===== config.mk =====
export PLATFORM = sky130hd
export DESIGN_NAME = tmr_irq_ctrl
export DESIGN_NICKNAME = d
export VERILOG_FILES = /design/src/rtl/tmr_irq_pkg.sv /design/src/rtl/tmr_irq_en_reg.sv /design/src/rtl/tmr_irq_chan.sv /design/src/rtl/tmr_irq_ctrl.sv
export SDC_FILE = /design/constraint.sdc
export NUM_CORES = 1
export LEC_CHECK = 0
export ABC_AREA = 1
export BUFFER_PORTS_ARGS = -buffer_cell sky130_fd_sc_hd__clkbuf_2
export CORE_MARGIN = 2
export CORE_UTILIZATION = 40
export DETAILED_ROUTE_END_ITERATION = 10
export GPL_TIMING_DRIVEN = 0
export PLACE_DENSITY = 0.84
export RECOVER_POWER = 50
export SETUP_SLACK_MARGIN = 0.15
export SYNTH_ARGS = -nofsm -noshare
export SYNTH_HDL_FRONTEND = slang
export SYNTH_SLANG_ARGS = --single-unit

===== constraint.sdc =====
create_clock -name clk_i -period 2 [get_ports clk_i]
set_input_delay 0.1 -clock clk_i [delete_from_list [all_inputs] [get_ports clk_i]]
set_output_delay 0.1 -clock clk_i [all_outputs]
set_load 0.02 [all_outputs]

===== src/rtl/tmr_irq_pkg.sv =====
package tmr_irq_pkg;
  parameter int unsigned CH_NUM_DEF = 5;
  parameter int unsigned DATA_W_DEF = 32;

  typedef struct packed {
    logic status;
    logic irq;
  } chan_state_t;
endpackage


===== src/rtl/tmr_irq_en_reg.sv =====
module tmr_irq_en_reg #(
  parameter int unsigned CH_NUM = tmr_irq_pkg::CH_NUM_DEF
) (
  input  logic              clk_i,
  input  logic              rst_ni,
  input  logic              wr_en_i,
  input  logic [CH_NUM-1:0] wr_en_bits_i,
  output logic [CH_NUM-1:0] en_o
);
  logic [CH_NUM-1:0] en_q;

  always_ff @(posedge clk_i or negedge rst_ni) begin
    if (!rst_ni)      en_q <= '0;
    else if (wr_en_i) en_q <= wr_en_bits_i;
  end

  assign en_o = en_q;
endmodule


===== src/rtl/tmr_irq_chan.sv =====
module tmr_irq_chan
  import tmr_irq_pkg::*;
(
  input  logic clk_i,
  input  logic rst_ni,
  input  logic expire_i,
  input  logic clr_i,
  input  logic en_i,
  output logic status_o,
  output logic irq_o
);
  chan_state_t st_q, st_d;
  logic        drop;

  // line falls only on a real 1->0 status transition; set beats clear
  assign drop = clr_i & st_q.status & ~expire_i;

  always_comb begin
    st_d = st_q;
    if (expire_i)   st_d.status = 1'b1;
    else if (clr_i) st_d.status = 1'b0;
    if (expire_i && en_i) st_d.irq = 1'b1;
    else if (drop)        st_d.irq = 1'b0;
  end

  always_ff @(posedge clk_i or negedge rst_ni) begin
    if (!rst_ni) st_q <= '0;
    else         st_q <= st_d;
  end

  assign status_o = st_q.status;
  assign irq_o    = st_q.irq;
endmodule


===== src/rtl/tmr_irq_ctrl.sv =====
module tmr_irq_ctrl #(
  parameter int unsigned CH_NUM = tmr_irq_pkg::CH_NUM_DEF,
  parameter int unsigned DATA_W = tmr_irq_pkg::DATA_W_DEF
) (
  input  logic              clk_i,
  input  logic              rst_ni,
  input  logic [CH_NUM-1:0] expire_i,
  input  logic              wr_en_i,
  input  logic [DATA_W-1:0] wr_data_i,
  output logic [DATA_W-1:0] rdata_o,
  output logic [CH_NUM-1:0] irq_o
);
  localparam int unsigned STAT_LSB = CH_NUM;
  localparam int unsigned USED_W   = 2 * CH_NUM;

  logic [CH_NUM-1:0] en;
  logic [CH_NUM-1:0] status;
  logic [CH_NUM-1:0] clr;

  assign clr = wr_en_i ? wr_data_i[STAT_LSB +: CH_NUM] : '0;

  tmr_irq_en_reg #(.CH_NUM(CH_NUM)) u_en (
    .clk_i        (clk_i),
    .rst_ni       (rst_ni),
    .wr_en_i      (wr_en_i),
    .wr_en_bits_i (wr_data_i[CH_NUM-1:0]),
    .en_o         (en)
  );

  for (genvar n = 0; n < CH_NUM; n++) begin : g_ch
    tmr_irq_chan u_ch (
      .clk_i    (clk_i),
      .rst_ni   (rst_ni),
      .expire_i (expire_i[n]),
      .clr_i    (clr[n]),
      .en_i     (en[n]),
      .status_o (status[n]),
      .irq_o    (irq_o[n])
    );
  end

  if (DATA_W > USED_W) begin : g_pad
    assign rdata_o = {{(DATA_W-USED_W){1'b0}}, status, en};
  end else begin : g_nopad
    assign rdata_o = {status, en};
  end
endmodule


==> results.py <==
metrics = {
    "sta": {
        "setup_ws_ns": 0.929,
        "final-hold-violation-count": 0,
        "maxSlewHeadroom": 0.484,
        "clock_skew_ns": 0.000387,
        "tns_ns": 0,
        "period_share": 0.535,
        "fin_crit_ns": 1.07,
        "rsz0062_at_grt": "false",
        "worst_slew_pin_slew_ns": 0.773,
        "finalSetupViolations": 0,
        "fmax_mhz": 934,
        "holdWs_ns": 0.0304,
        "slew_violations": 0,
    },
    "logic_synthesis": {
        "yosys_warnings": 0,
        "ys_ff_latch": 15,
        "synth-xor-area-share": 0,
        "synth_top_family_by_area": "buffers and inverters",
        "synthMuxAreaShare": 0,
        "synth.avg_cell_area_um2": 8.14,
        "synth_cells": 109,
        "synth_adder_area_share": 0,
        "yosysUniqueCellTypes": 9,
        "yosysSeqAreaShare": 0.423,
        "yosys.area_share.simple": 0.148,
        "syn_area_um2": 887,
        "synth-compound-area-share": 0.0564,
    },
    "detailed_routing": {
        "drtIter0Drc": 1,
        "drtAntennaViolNets": 0,
        "drt_wl_total_um": 1510,
        "vias_per_cell": 3.74,
        "post_drt_wl_per_cell_um": 7.74,
        "vias": 729,
        "drc": 0,
        "dr.pass1.iters": 2,
    },
    "final_layout": {
        "fin_cells": 195,
        "drive_above_1_share": 0.437,
        "final_common_cell": "buf_4",
        "syn2layout_area_growth_pct": 35.0,
        "final_cell_mix": "buf_4 (37), clkbuf_2 (31), nand2_1 (25)",
        "diodes": 0,
        "fin_nets": 208,
        "finalInstanceArea_um2": 1200,
    },
    "pwr": {
        "ir_drop_mv": 0.285,
        "cellLeakagePower_uw": 0.000734,
        "p_clk_frac": 0.209,
        "combPwrFrac": 0.338,
        "pwr_density_cell_nw_per_um2": 658,
        "seqPwrFrac": 0.453,
        "p_sw_uw": 256,
        "swShare": 0.325,
        "internal_power_uw": 532,
    },
    "worst_setup_path": {
        "critical_path.max_stage_delay_ns": 0.41,
        "rrSetupSlack_ns": 1.27,
        "path_delay_family": "flip-flops",
        "cp-end-kind": "primary output",
        "worst_ep_arrival_time_ns": 0.97,
        "crit_type": "reg2out",
        "worst-path-buf-inv": 2,
        "path_max_fanout": 3,
        "crit_slowest_cell": "dfrtp_1",
        "crit_chain": "buf_4 -> clkbuf_2",
        "cp-startpoint": "u_en.en_o[4]$_DFFE_PN0P_",
        "cp-start-kind": "flop",
        "r2r_start": "u_en.en_o[3]$_DFFE_PN0P_",
        "worstPathRequired_ns": 1.90,
    },
    "place": {
        "dp_cells": 190,
        "gp_congestion": 0.603,
        "port_buffers": 32,
        "dpl_cell_area_um2": 1160,
        "dp.final_hpwl_um": 1330,
        "post-place-ws_ns": 1.24,
    },
    "clock_network": {
        "cts.sinks": 15,
        "clockBufferDepth": 2,
        "cts_tree": "built",
        "cts.clk_slew.worst_paths_ns": 0.09,
        "worstSkewPairLatency_ns": 0.27,
        "cts_max_level": 1,
        "cts_root_buf": "clkbuf_4",
        "cts_setup_buffers": 0,
        "cts_made_buffers": 3,
    },
    "die": {
        "dieArea_um2": 2610,
        "die_w_um": 51.1,
        "rows": 17,
        "ios": 77,
        "die_h_um": 51.1,
        "start_util": 0.413,
        "core_um2": 2150,
    },
    "global_route": {
        "grt_overflow_total": 0,
        "grt_pass1_wl_um": 2440,
        "grt_pass1_vias": 635,
        "antenna_found_initial": 0,
        "grt_max_degree": 16,
        "grt_usage": 0.123,
    },
    "flow_run": {
        "drv_cap": 0,
    },
    "outcome": {
        "outcome": "finished clean",
    },
    "hold_path": {
        "hold_start": "wr_data_i[0]",
        "hp-class": "in2reg",
    },
}
[power by group through the flow]
stage | Combinational [µW] | Clock [µW] | Sequential, µW
final | 266 | 165 | 357
after global routing | 292 | 188 | 362
after CTS | 268 | 170 | 357
after detailed placement | 267 | 0 | 363
after global placement | 260 | 0 | 361
after floorplan | 203 | 0 | 358
[routing by layer]
layer | track usage | routed length, µm
met1 | 0.121 | 579
met2 | 0.242 | 803
met3 | 0.0351 | 125
met4 | 0.0405 | 0
met5 | 0 | 0
[logic make-up after synthesis]
| family | after synthesis |
|---|---|
| buf+inv | 48 |
| simple gates | 35 |
| flops | 15 |
| compound gates | 10 |
| other cells | 1 |
[state kept, by name, summed over array words and instances, names as in the netlist]
register / cells
g_ch.u_ch.irq_o: 5
g_ch.u_ch.status_o: 5
u_en.en_o: 5
[repair_timing]
| item | in CTS | in global routing |
|---|---|---|
| resized for setup | 0 | 0 |
| hold endpoints to repair | 15 | 0 |
| hold buffers | 1 | 0 |
[final timing paths]
| kind | end | cells after the start |
|---|---|---|
| max in group asynchronous | u_en.en_o[3]$_DFFE_PN0P_ | 2 |
| min | u_en.en_o[0]$_DFFE_PN0P_ | 3 |
| max reg2reg | g_ch[3].u_ch.irq_o$_DFFE_PN0P_ | 2 |
| max | rdata_o[4] | 2 |
| min in group asynchronous | u_en.en_o[1]$_DFFE_PN0P_ | 2 |
| min reg2reg | g_ch[0].u_ch.status_o$_DFFE_PN0P_ | 2 |
[worst min-delay path: stages]
cell      delay (ns)
clkbuf_2        0.07
nand2_1         0.04
o21ai_0         0.05
[cell type report]
class | count | area (µm²)
Sequential cell | 15 | 375
Fill cell | 200 | 951
Buffer | 38 | 289
Multi-Input combinational cell | 67 | 264
Clock buffer | 3 | 22.5
Clock inverter | 1 | 5.00
Inverter | 10 | 37.5
Tap cell | 28 | 35.0
Timing Repair Buffer | 33 | 169
[cells in the mapped netlist (all sizes together)]
cell   count  share of area
o21ai      5          0.028
dfrtp     15           0.42
nand2     25           0.11
a21oi      5          0.028
buf       38           0.33
nor2      10          0.042
inv       10          0.042
conb       1         0.0042
[stage by stage]
step                utilization  total power (µW)
global placement          0.540               621
finish                    0.557               788
CTS                       0.558               796
floorplan                     -               561
detailed placement        0.540               630
global route              0.557               842
No activity file was read; power rests on OpenSTA's default activity.
